### config.mk
export PLATFORM = sky130hd
export DESIGN_NAME = jump_target_cache
export DESIGN_NICKNAME = d
export VERILOG_FILES = /design/src/rtl/jtc_pkg.sv /design/src/rtl/jtc_upd_pipe.sv /design/src/rtl/jtc_store.sv /design/src/rtl/jump_target_cache.sv
export SDC_FILE = /design/constraint.sdc
export NUM_CORES = 1
export LEC_CHECK = 0
export BUFFER_PORTS_ARGS = -buffer_cell sky130_fd_sc_hd__buf_2
export CORE_UTILIZATION = 32
export CTS_CLUSTER_SIZE = 20
export DETAILED_ROUTE_END_ITERATION = 12
export PLACE_DENSITY_LB_ADDON = 0.3
export SYNTH_ARGS = -nofsm -noshare
export SYNTH_HDL_FRONTEND = slang
export SYNTH_SLANG_ARGS = --single-unit
### constraint.sdc
create_clock -name clk -period 3.3 [get_ports clk]
set_input_delay 0.33 -clock clk [delete_from_list [all_inputs] [get_ports clk]]
set_output_delay 0.33 -clock clk [all_outputs]
set_load 0.02 [all_outputs]
### src/rtl/jtc_pkg.sv
package jtc_pkg;
  localparam int ADDR_W     = 16;
  localparam int PAGE_OFF_W = 8;
  localparam int IDX_W      = 4;
  localparam int ALIGN_W    = 1;
  localparam int ENTRIES    = 1 << IDX_W;
  localparam int PAGE_W     = ADDR_W - PAGE_OFF_W;
  localparam int TLO_W      = PAGE_OFF_W - IDX_W - ALIGN_W;

  typedef logic [ADDR_W-1:0] addr_t;
  typedef logic [PAGE_W-1:0] page_t;
  typedef logic [IDX_W-1:0]  idx_t;
  typedef logic [TLO_W-1:0]  tlo_t;

  typedef struct packed {
    logic  vld;
    addr_t src;
    addr_t dst;
  } upd_t;

  function automatic page_t page_of(addr_t a);
    return a[ADDR_W-1:PAGE_OFF_W];
  endfunction

  function automatic idx_t idx_of(addr_t a);
    return a[IDX_W+ALIGN_W-1:ALIGN_W];
  endfunction

  function automatic tlo_t tlo_of(addr_t a);
    return a[PAGE_OFF_W-1:IDX_W+ALIGN_W];
  endfunction

  // true when an update from src must be dropped at this edge
  function automatic logic cancel(addr_t src, logic flush, logic pg_en, page_t pg);
    return flush || (pg_en && (page_of(src) == pg));
  endfunction
endpackage

### src/rtl/jtc_upd_pipe.sv
module jtc_upd_pipe
  import jtc_pkg::*;
#(
  parameter int STAGES = 3
) (
  input  logic                clk,
  input  logic                rst,
  input  upd_t                up_in,
  input  logic                flush,
  input  logic                pg_en,
  input  logic [PAGE_W-1:0]   pg_num,
  output upd_t                up_out
);
  upd_t st [STAGES];

  for (genvar s = 0; s < STAGES; s++) begin : g_st
    upd_t prev;
    if (s == 0) begin : g_head
      assign prev = up_in;
    end else begin : g_body
      assign prev = st[s-1];
    end

    always_ff @(posedge clk) begin
      if (rst) begin
        st[s] <= '0;
      end else begin
        st[s]     <= prev;
        st[s].vld <= prev.vld && !cancel(prev.src, flush, pg_en, pg_num);
      end
    end

    // nothing survives a flush inside the delay line
    assert_pipe_flush_R8: assert property (@(posedge clk) disable iff (rst)
      flush |=> !st[s].vld)
      else $error("pipe stage kept an update across a flush");
  end

  assign up_out = st[STAGES-1];
endmodule

### src/rtl/jtc_store.sv
module jtc_store
  import jtc_pkg::*;
(
  input  logic              clk,
  input  logic              rst,
  input  logic [ADDR_W-1:0] lk_addr,
  input  upd_t              wr,
  input  logic              flush,
  input  logic              pg_en,
  input  logic [PAGE_W-1:0] pg_num,
  input  logic              inv_en,
  input  logic [IDX_W-1:0]  inv_idx,
  output logic              lk_hit,
  output logic [ADDR_W-1:0] lk_dst
);
  localparam int RW = TLO_W + ADDR_W;

  logic [RW-1:0]      mem [ENTRIES];
  logic [RW-1:0]      rd_q;
  logic [ENTRIES-1:0] vld;
  page_t              pg_q [ENTRIES];
  logic               rd_v_q;
  page_t              rd_pg_q, lk_pg_q;
  tlo_t               lk_tlo_q;
  logic               we;
  idx_t               widx, ridx;

  assign widx = idx_of(wr.src);
  assign ridx = idx_of(lk_addr);
  assign we   = wr.vld && !cancel(wr.src, flush, pg_en, pg_num);

  // array part: one write port, read-first synchronous read
  always_ff @(posedge clk) begin
    if (we) mem[widx] <= {tlo_of(wr.src), wr.dst};
    rd_q <= mem[ridx];
  end

  // valid bits and page numbers live in flops for one-cycle bulk clears
  always_ff @(posedge clk) begin
    if (rst) begin
      vld <= '0;
      for (int i = 0; i < ENTRIES; i++) pg_q[i] <= '0;
    end else begin
      for (int i = 0; i < ENTRIES; i++) begin
        logic wr_i;
        wr_i = we && (widx == idx_t'(i));
        if (flush || (inv_en && inv_idx == idx_t'(i)) ||
            (pg_en && pg_q[i] == pg_num && !wr_i))
          vld[i] <= 1'b0;
        else if (wr_i)
          vld[i] <= 1'b1;
        if (wr_i) pg_q[i] <= page_of(wr.src);
      end
    end
  end

  always_ff @(posedge clk) begin
    if (rst) begin
      rd_v_q   <= 1'b0;
      rd_pg_q  <= '0;
      lk_pg_q  <= '0;
      lk_tlo_q <= '0;
    end else begin
      rd_v_q   <= vld[ridx];
      rd_pg_q  <= pg_q[ridx];
      lk_pg_q  <= page_of(lk_addr);
      lk_tlo_q <= tlo_of(lk_addr);
    end
  end

  assign lk_hit = rd_v_q && (rd_pg_q == lk_pg_q) && (rd_q[RW-1:ADDR_W] == lk_tlo_q);
  assign lk_dst = lk_hit ? rd_q[ADDR_W-1:0] : '0;

  // a flush leaves no valid slot behind
  assert_flush_clears_R7: assert property (@(posedge clk) disable iff (rst)
    flush |=> (vld == '0))
    else $error("slot valid after flush");

  for (genvar g = 0; g < ENTRIES; g++) begin : g_chk
    // a slot in the written page is gone unless it was just refilled elsewhere
    assert_page_inv_R6: assert property (@(posedge clk) disable iff (rst)
      (pg_en && pg_q[g] == pg_num) |=> (!vld[g] || pg_q[g] != $past(pg_num)))
      else $error("slot survived a write to its page");
    // mismatch invalidation beats a same-edge refill
    assert_inv_wins_R10: assert property (@(posedge clk) disable iff (rst)
      (inv_en && inv_idx == idx_t'(g) && wr.vld && widx == idx_t'(g)) |=> !vld[g])
      else $error("refill overrode mismatch invalidation");
  end
endmodule

### src/rtl/jump_target_cache.sv
module jump_target_cache
  import jtc_pkg::*;
#(
  parameter int WR_LAT = 4  // edges from update sample to first visible lookup, >= 2
) (
  input  logic              clk,
  input  logic              rst,
  input  logic [ADDR_W-1:0] lk_addr,
  output logic              lk_hit,
  output logic [ADDR_W-1:0] lk_target,
  input  logic              upd_en,
  input  logic [ADDR_W-1:0] upd_src,
  input  logic [ADDR_W-1:0] upd_dst,
  input  logic              pgw_en,
  input  logic [PAGE_W-1:0] pgw_num,
  input  logic              ctx_flush,
  input  logic              spec_en,
  input  logic [ADDR_W-1:0] spec_src,
  input  logic [ADDR_W-1:0] spec_guess,
  input  logic [ADDR_W-1:0] spec_real,
  output logic              spec_wrong
);
  localparam int STAGES = WR_LAT - 1;

  upd_t up_in, up_out;
  logic inv_en;

  assign up_in  = '{vld: upd_en, src: upd_src, dst: upd_dst};
  assign inv_en = spec_en && (spec_guess != spec_real);

  jtc_upd_pipe #(.STAGES(STAGES)) i_pipe (
    .clk    (clk),
    .rst    (rst),
    .up_in  (up_in),
    .flush  (ctx_flush),
    .pg_en  (pgw_en),
    .pg_num (pgw_num),
    .up_out (up_out)
  );

  jtc_store i_store (
    .clk     (clk),
    .rst     (rst),
    .lk_addr (lk_addr),
    .wr      (up_out),
    .flush   (ctx_flush),
    .pg_en   (pgw_en),
    .pg_num  (pgw_num),
    .inv_en  (inv_en),
    .inv_idx (idx_of(spec_src)),
    .lk_hit  (lk_hit),
    .lk_dst  (lk_target)
  );

  always_ff @(posedge clk) begin
    if (rst) spec_wrong <= 1'b0;
    else     spec_wrong <= inv_en;
  end

  // outputs quiet right after a reset edge
  assert_reset_quiet_R1: assert property (@(posedge clk)
    rst |=> (!lk_hit && !spec_wrong && lk_target == '0))
    else $error("outputs active after reset");

  // the flag only follows a disagreeing check
  assert_flag_cause_R9: assert property (@(posedge clk) disable iff (rst)
    spec_wrong |-> ($past(spec_en) && $past(spec_guess) != $past(spec_real)))
    else $error("spec_wrong without a disagreeing check");
endmodule

After elaboration in Yosys (flattened, before gate mapping)
Memory sizes are Yosys's and may differ from the RTL's. A register that Yosys moved wholly into a read port is not among the register bits.
Cells that the tools add are included.
{"block": "word_totals", "ff_bits": 29, "ram_bits": 531, "in_bits": 110, "output_inout_bits": 18, "n_memories": 3}
{"block": "op_classes", "order_cmp": 1, "eq_ne": 53, "mux": 78, "n_bitwise": 22, "n_reduce_logical": 149}
{"name": "i_store.mem", "depth": 16, "width": 19, "rd": 1, "rd_clocked_by_memory_dff": 1, "wr": 1, "line_no": "jtc_store.sv:18", "rtl": "logic [RW-1:0] mem [ENTRIES];"}
{"name": "i_store.pg_q", "depth": 16, "width": 8, "rd": 17, "rd_clocked_by_memory_dff": 1, "wr": 16, "line_no": "jtc_store.sv:21", "rtl": "page_t pg_q [ENTRIES];"}
{"name": "i_pipe.st", "depth": 3, "width": 33, "rd": 3, "rd_clocked_by_memory_dff": 0, "wr": 3, "line_no": "jtc_upd_pipe.sv:14", "rtl": "upd_t st [STAGES];"}
{"op": "$eq A8 B8 Y1", "n": 21}
{"op": "$mux W8", "n": 16}
{"op": "$mux W33", "n": 3}
{"op": "$logic_and A1 B1 Y1", "n": 75}
{"op": "$eq A4 B4 Y1 const B", "n": 16}
{"op": "$mux W1", "n": 57}
{"op": "$logic_or A1 B1 Y1", "n": 36}
{"op": "$eq A4 B3 Y1 const B", "n": 8}
{"op": "$reduce_or A2 Y1", "n": 16}
{"op": "$or A1 B1 Y1", "n": 22}
{"op": "$logic_not A1 Y1", "n": 20}
{"op": "$eq A4 B2 Y1 const B", "n": 4}
{"op": "$mux W16", "n": 1}
{"op": "$ne A16 B16 Y1", "n": 1}
{"op": "$eq A4 B1 Y1 const B", "n": 2}
{"op": "$logic_not A4 Y1", "n": 2}
{"op": "$lt A4 B5 Y1 const B", "n": 1}
{"op": "$bmux W1 S4", "n": 1}
{"op": "$eq A3 B3 Y1", "n": 1}

Depth between registers and ports, before layout
Gate-level depths: netlist of the first run.
An unclocked memory read counts as a cell.
{"block": "depth", "depth_word": 11, "ltp_mapped": 7, "depth_no_buf": 5}

Cells and area by module
A second synthesis of the first run with hierarchy kept.
{"block": "unflattened", "cells_unflattened": 1416, "area_unflattened_um2": 23715.2}
{"mod": "jtc_store", "n_inst": 1, "cells_per_inst": 1149, "area_per_inst_um2": 20559.7, "seq_area_each_um2": 14073.5}
{"mod": "jtc_upd_pipe", "n_inst": 1, "cells_per_inst": 243, "area_per_inst_um2": 2949.1, "seq_area_each_um2": 1981.9}
{"mod": "jump_target_cache", "n_inst": 1, "cells_per_inst": 24, "area_per_inst_um2": 206.4, "seq_area_each_um2": 20.0}

Worst setup path before layout of the first run
Ideal clock, no wire load.
{"block": "synth_timing", "path_kind": "input to register", "start": "input port pgw_num[7]", "end": "memory i_store.mem[9][0] in the netlist's numbering, enable pin", "setup_time_ps": 336, "t_arrival_ps": 1712, "required_ps": 2964, "path_slack_ps": 1253, "path_stages": 6, "path_buffers": 1, "cell_sequence": "xor2_1 > nor4_1 > nand4_1 > nand4_1 > clkbuf_1 > inv_1"}
{"block": "synth_via", "elab_chain_len": 7}
{"item": "start: declaration", "line_no": "jump_target_cache.sv:15", "rtl": "input logic [PAGE_W-1:0] pgw_num,"}
{"item": "$eq A8 B8 Y1", "line_no": "jtc_pkg.sv:35", "rtl": "return flush || (pg_en && (page_of(src) == pg));"}
{"item": "$logic_and A1 B1 Y1", "line_no": "jtc_pkg.sv:35"}
{"item": "$logic_or A1 B1 Y1", "line_no": "jtc_pkg.sv:35"}
{"item": "$logic_not A1 Y1", "line_no": "jtc_store.sv:30", "rtl": "assign we = wr.vld && !cancel(wr.src, flush, pg_en, pg_num);"}
{"item": "$logic_and A1 B1 Y1", "line_no": "jtc_store.sv:30"}
{"item": "$mux W1", "line_no": "jtc_store.sv:34", "rtl": "if (we) mem[widx] <= {tlo_of(wr.src), wr.dst};"}
{"item": "$mux W1 (not written as such)", "line_no": "jtc_store.sv:34"}
{"item": "end: declaration", "line_no": "jtc_store.sv:18"}
No other way between the ends.

==> impl_metrics.csv, run 1 <==
group,metric,value,unit
status,status,"completed",
clock_tree,htreeDepth,3,
critical_path,cp_slowest_cell,"nand2b_1",
place,hpwl,35380,µm
layout,fill_cells,6734,
floorplan,dieHeight,272.2,µm
critical_path,end_kind,"flip-flop",
global_route,track_usage,0.1535,
synthesis,netlist_area,23370,µm²
critical_path,critPathBufInv,1,
sta,fin_skew,0.03122,ns
route,num_vias,12570,
sta,finalMaxSlewViolations,0,
critical_path,path_cells,"xor2_1 -> nor3_1 -> nand4_1 -> buf_4 -> nand4_1 -> nand2b_1",
sta,period_share,0.7716,
sta,hold_viol,0,
global_route,overflow,0,
layout,area_delta_synth_final,18.71,%
global_route,grt_pass1_wl,84300,µm
route,viasPerCell,4.844,
layout,num_antenna_cells,0,
critical_path,crit_path_start_kind,"flip-flop",
clock_tree,clk_pin_slew_worst_paths,0.06,ns
synthesis,yosysWarnings,0,
global_route,grt_pass1_vias,13150,
hold_path,hold_path_class,"input port to flip-flop",
clock_tree,cts_tree,"done",
floorplan,core,71850,µm²
sta,rsz0062_at_grt,"no",
layout,design_area,27740,µm²
global_route,antenna_found_initial,0,
clock_tree,clk_path_buf_depth,3,
synthesis,synth-edff-count,432,
synthesis,async_flop_share,0,
route,route.detailed.drc,0,
layout,nets,1702,
critical_path,slowest_delay,0.65,ns
synthesis,synthTopCellsByArea,"edfxtp_1, dfxtp_1, mux4_2",
flow_run,cap_violations,0,
route,routed_wl,56240,µm
critical_path,worst-path-stages,6,
power,peakVddDrop,0.3229,mV
synthesis,synthCells,1411,
place,routabilityCongestion,0.8432,
synthesis,syn_nets,1521,
clock_tree,tritoncts.num_buffers,66,
synthesis,netlist.area_leader.share,0.5551,
global_route,grt_max_degree,70,
sta,worst_slew_pin_slew,0.7562,ns
synthesis,synth.avg_cell_area,16.56,µm²
floorplan,die-area,74110,µm²
power,power_density,580.0,nW/µm²
place,post-place-cells,2431,
sta,fin_crit,2.546,ns
synthesis,synth.distinct_cells,32,
synthesis,seq_area_frac_synth,0.6853,
sta,fmax,0.3927,GHz
synthesis,synth_top_cell_by_area,"edfxtp_1",
layout,instances_no_fill,2596,
route,drt_iter0_drc,858,
floorplan,start_util,0.3252,
critical_path,worstPathArrival,2.77,ns
critical_path,r2r_cells,6,
route,drtAntennaViolNets,0,
clock_tree,cts_num_sinks,584,
sta,tns,0,ns
synthesis,ys_dominant_reg_cell,"edfxtp_1",
critical_path,cp_max_fo,16,
place,io_buffers,113,
clock_tree,clock_latency,0.60,ns
layout,layout-drive-gt1-share,0.2345,
critical_path,cp_top_family,"simple AND/OR/NAND/NOR gates",
place,dpl_cell_area,25120,µm²
floorplan,fp.dieW,272.2,µm
floorplan,core.rowCount,98,
clock_tree,clockRootBuffer,"clkbuf_16",
critical_path,worstPathRequired,3.52,ns
floorplan,io_pins,128,
sta,setup_violations,0,
route,drt_pass1_iterations,5,
synthesis,synth-seq-cells,584,
route,wl_per_cell,21.67,µm
critical_path,path_common_cell,"nand4_1",
critical_path,critPathKind,"flip-flop to flip-flop",
sta,slew_headroom,0.4959,
power,leakage,0.008942,µW
hold_path,min_path_cells,2,
==> report_power, final <==
part,switching (µW),internal [µW],total [µW]
clock,2960,4330,7280
combinational,412,355,767
sequential,84.6,7950,8040
total,3450,12600,16100
==> per-stage QoR <==
stage          setup slack [ns]  hold WS (ns)  power, µW    util
4_1_cts                  0.7755       0.01059      16280  0.3861
3_3_place_gp             0.7626        0.4035       8923  0.3496
6_report                 0.7538       0.02702      16090  0.3861
3_5_place_dp             0.7202        0.4104       8930  0.3496
2_1_floorplan             1.253        0.3976       8657       -
5_1_grt                  0.6203       0.02281      16620  0.3861
==> metal layers <==
metal / share of wire / global-route usage / vias up
met5: 0 / 0 / -
met4: 0.026 / 0.05219 / 0
met3: 0.037 / 0.02204 / 91
met2: 0.50 / 0.2609 / 286
met1: 0.44 / 0.2003 / 6541
li1: - / - / 5656
==> cell families (layout without fill, tap and decap cells) <==
family	count (synthesis)	after routing	share of synthesized area
flops	584	584	0.6853
simple gates	337	337	0.07822
xor+xnor	187	187	0.07009
mux	131	131	0.1263
buf+inv	112	347	0.02174
compound gates	60	60	0.01836
==> synthesized netlist by cell type, types with 12 or more instances <==
master / n
and2_1: 18
a221oi_1: 16
mux4_2: 131
nor2b_1: 113
nor4_1: 24
inv_1: 20
edfxtp_1: 432
clkbuf_1: 43
xnor2_1: 73
dfxtp_1: 152
buf_2: 31
xor2_1: 114
nand4_1: 12
nand3_1: 40
nor2_1: 88
a22oi_1: 16
nand2b_1: 25
==> flip-flops by register name, summed over array words and instances, names as in the netlist <==
| signal | cells |
|---|---|
| spec_wrong | 1 |
| i_store.rd_q | 19 |
| i_store.rd_pg_q | 8 |
| i_store.mem | 304 |
| i_store.lk_pg_q | 8 |
| i_store.pg_q | 128 |
| i_pipe.st | 96 |
| i_store.lk_tlo_q | 3 |
| i_store.vld | 16 |
| i_store.rd_v_q | 1 |
==> worst paths after layout <==
path | endpoint | slack, ns | start
setup reg to reg | i_store.pg_q[9][1]$_SDFFCE_PN0P_ | 0.75 | i_pipe.st[2][30]$_SDFF_PP0_
hold / removal | i_pipe.st[0][18]$_SDFF_PP0_ | 0.03 | upd_src[2]
setup / recovery | i_store.pg_q[9][1]$_SDFFCE_PN0P_ | 0.75 | i_pipe.st[2][30]$_SDFF_PP0_
hold reg to reg | i_pipe.st[2][32]$_SDFF_PP0_ | 0.42 | i_pipe.st[1][32]$_SDFF_PP0_
==> timing repair <==
action	4_1_cts	5_1_grt
hold buffers	43	0
hold endpoints to repair	43	0
resized for setup	0	0
setup buffers	0	0
==> cell type report <==
| cell class | instances | area [µm²] | share of cell area |
|---|---|---|---|
| tap | 950 | 1189 | 0.04285 |
| timing repair buffer | 201 | 1408 | 0.05074 |
| sequential | 584 | 16020 | 0.5773 |
| clock buffer | 92 | 1832 | 0.06603 |
| clock inverter | 30 | 356.6 | 0.01285 |
| inverter | 24 | 90.09 | 0.003247 |
| multi-input combinational | 715 | 6850 | 0.2469 |
==> cells in the final DEF (no fill, tap or decap), types with 2 or more instances in the layout <==
master / n
a21oi_1: 7
a221oi_1: 16
a22oi_1: 16
a31oi_1: 5
and2_1: 18
and3_1: 2
and4b_1: 2
buf_12: 5
buf_2: 110
buf_4: 42
bufinv_16: 5
clkbuf_1: 20
clkbuf_16: 68
clkbuf_8: 4
clkinv_1: 11
clkinv_16: 2
clkinv_2: 7
clkinv_8: 2
dfxtp_1: 152
dlygate4sd3_1: 43
edfxtp_1: 432
inv_1: 20
inv_2: 4
inv_6: 2
mux4_2: 131
nand2_1: 7
nand2b_1: 25
nand3_1: 40
nand4_1: 12
nor2_1: 88
nor2b_1: 113
nor3_1: 2
nor4_1: 24
o21ai_0: 10
o41ai_1: 6
xnor2_1: 73
xor2_1: 114
No activity file was read; power rests on OpenSTA's default activity.
==> inputs of run 2 (changes only) <==
clock period = 2.4 ns   (was 3.3 ns; I/O delays follow)
==> impl_metrics.csv, run 2 (same netlist as run 1, synthesis figures left out) <==
group,metric,value,unit
status,status,"completed",
sta,finalMaxSlewViolations,0,
layout,top_regs,"i_store.mem x304, i_store.pg_q x128, i_pipe.st x96",
layout,largest_reg_flops,304,
place,dpl_cell_area,25320,µm²
place,routabilityCongestion,0.8301,
place,io_buffers,113,
route,route.detailed.drc,0,
layout,num_antenna_cells,0,
clock_tree,cts_tree,"done",
clock_tree,htreeDepth,2,
layout,instances_no_fill,2608,
critical_path,worstPathArrival,2.11,ns
critical_path,critPathKind,"flip-flop to output pin",
clock_tree,cts_num_sinks,584,
sta,fmax,0.4261,GHz
critical_path,end_kind,"output pin",
clock_tree,clk_path_buf_depth,3,
sta,fin_crit,2.347,ns
layout,final_cell_mix,"edfxtp_1, dfxtp_1, mux4_2",
floorplan,start_util,0.3252,
floorplan,io_pins,128,
route,drtAntennaViolNets,0,
sta,worst_slew_pin_slew,0.7558,ns
clock_tree,clock_latency,0.64,ns
global_route,track_usage,0.1567,
clock_tree,clk_pin_slew_worst_paths,0.06,ns
layout,post-route-util,0.3914,
layout,area_delta_synth_final,20.36,%
global_route,grt_pass1_vias,13240,
layout,fill_cells,6652,
layout,layout-drive-gt1-share,0.2618,
sta,period_share,0.9779,
power,peakVddDrop,0.5218,mV
floorplan,die-area,74110,µm²
sta,fin_ws,0.05306,ns
sta,hold_viol,0,
floorplan,core,71850,µm²
place,post-place-cells,2444,
power,leakage,0.009086,µW
route,viasPerCell,4.840,
sta,tns,0,ns
route,num_vias,12620,
route,drt_iter0_drc,859,
global_route,antenna_found_initial,1,
route,drt_pass1_iterations,5,
route,wl_per_cell,22.10,µm
sta,slew_headroom,0.4954,
floorplan,fp.dieW,272.2,µm
place,hpwl,35950,µm
layout,nets,1717,
place,dpl_worst_slack,0.1325,ns
layout,mostFrequentLayoutCell,"edfxtp_1",
clock_tree,tritoncts.num_buffers,61,
layout,seq_area,16020,µm²
critical_path,worstPathRequired,2.16,ns
global_route,overflow,0,
floorplan,core.rowCount,98,
sta,rsz0062_at_grt,"yes",
flow_run,cap_violations,0,
layout,largest-register,"i_store.mem",
critical_path,crit_path_start_kind,"flip-flop",
global_route,grt_pass1_wl,85660,µm
layout,design_area,28130,µm²
clock_tree,clockRootBuffer,"clkbuf_16",
sta,fin_skew,0.04424,ns
power,power_density,777.5,nW/µm²
sta,setup_violations,0,
global_route,grt_max_degree,70,
floorplan,dieHeight,272.2,µm
layout,multi_input_area,6912,µm²
critical_path,cp_max_fo,5,
hold_path,hold_path_class,"input port to flip-flop",
route,routed_wl,57650,µm
run 2: cell types whose count changed in the layout (fill, tap and decap cells not counted), sizes merged:
cell	change
clkbuf	-9
clkinvlp	+4
inv	+1
bufinv	+2
clkinv	-5
buf	+15
dlygate4sd3	+4
run 2: metal layers:
layer | track usage | vias to the layer above | share of wire | wire (µm)
met5 | 0 | - | 0 | 0
met4 | 0.05189 | 0 | 0.028 | 1637
met3 | 0.02372 | 87 | 0.048 | 2780
met2 | 0.2663 | 368 | 0.50 | 28940
met1 | 0.2046 | 6483 | 0.42 | 24290
li1 | - | 5685 | - | -
run 2: final timing paths:
check / to / start / slack [ns] / cells past startpoint
max: lk_target[11] / i_store.rd_pg_q[3]$_SDFF_PP0_ / 0.05 / 7
min: i_pipe.st[2][26]$_SDFF_PP0_ / rst / 0.08 / 2
max reg2reg: i_store.mem[6][8]$_DFFE_PP_ / i_pipe.st[2][26]$_SDFF_PP0_ / 0.33 / 6
min reg2reg: i_pipe.st[1][32]$_SDFF_PP0_ / i_pipe.st[0][32]$_SDFF_PP0_ / 0.42 / 2
run 2: area by class of cell:
type | instances | area share
Multi-Input combinational cell | 715 | 0.2457
Inverter | 24 | 0.003203
Clock buffer | 82 | 0.06108
Sequential cell | 584 | 0.5697
Clock inverter | 32 | 0.01330
Timing Repair Buffer | 221 | 0.06468
Tap cell | 950 | 0.04226
run 2: per-stage QoR:
step                      hold WS (ns)  total power, µW
after floorplan                 0.3538            11900
after global placement          0.4031            12280
after detailed placement        0.4106            12300
after CTS                      0.04670            22090
after global routing            0.1056            22560
final                          0.08285            21870
run 2: critical path, stage by stage (launching register included):
cell and delay (ns):
dfxtp_2 0.32, xnor2_1 0.14, nand4_1 0.17, nor3_4 0.25, buf_12 0.16, buf_12 0.14, and2_4 0.17, buf_6 0.11
run 2: timing repair:
action                     4_1_cts  5_1_grt
hold buffers                    47        0
gates cloned                     1        1
buffers inserted                 2        1
pin swaps                        2       18
gates resized for setup         13       54
hold endpoints to repair        45        0
setup endpoints to repair        3       16
run 2: where the power goes:
group	internal [µW]	switching, µW	total (µW)
clock	5790	3950	9740
sequential	10900	122	11100
combinational	506	571	1080
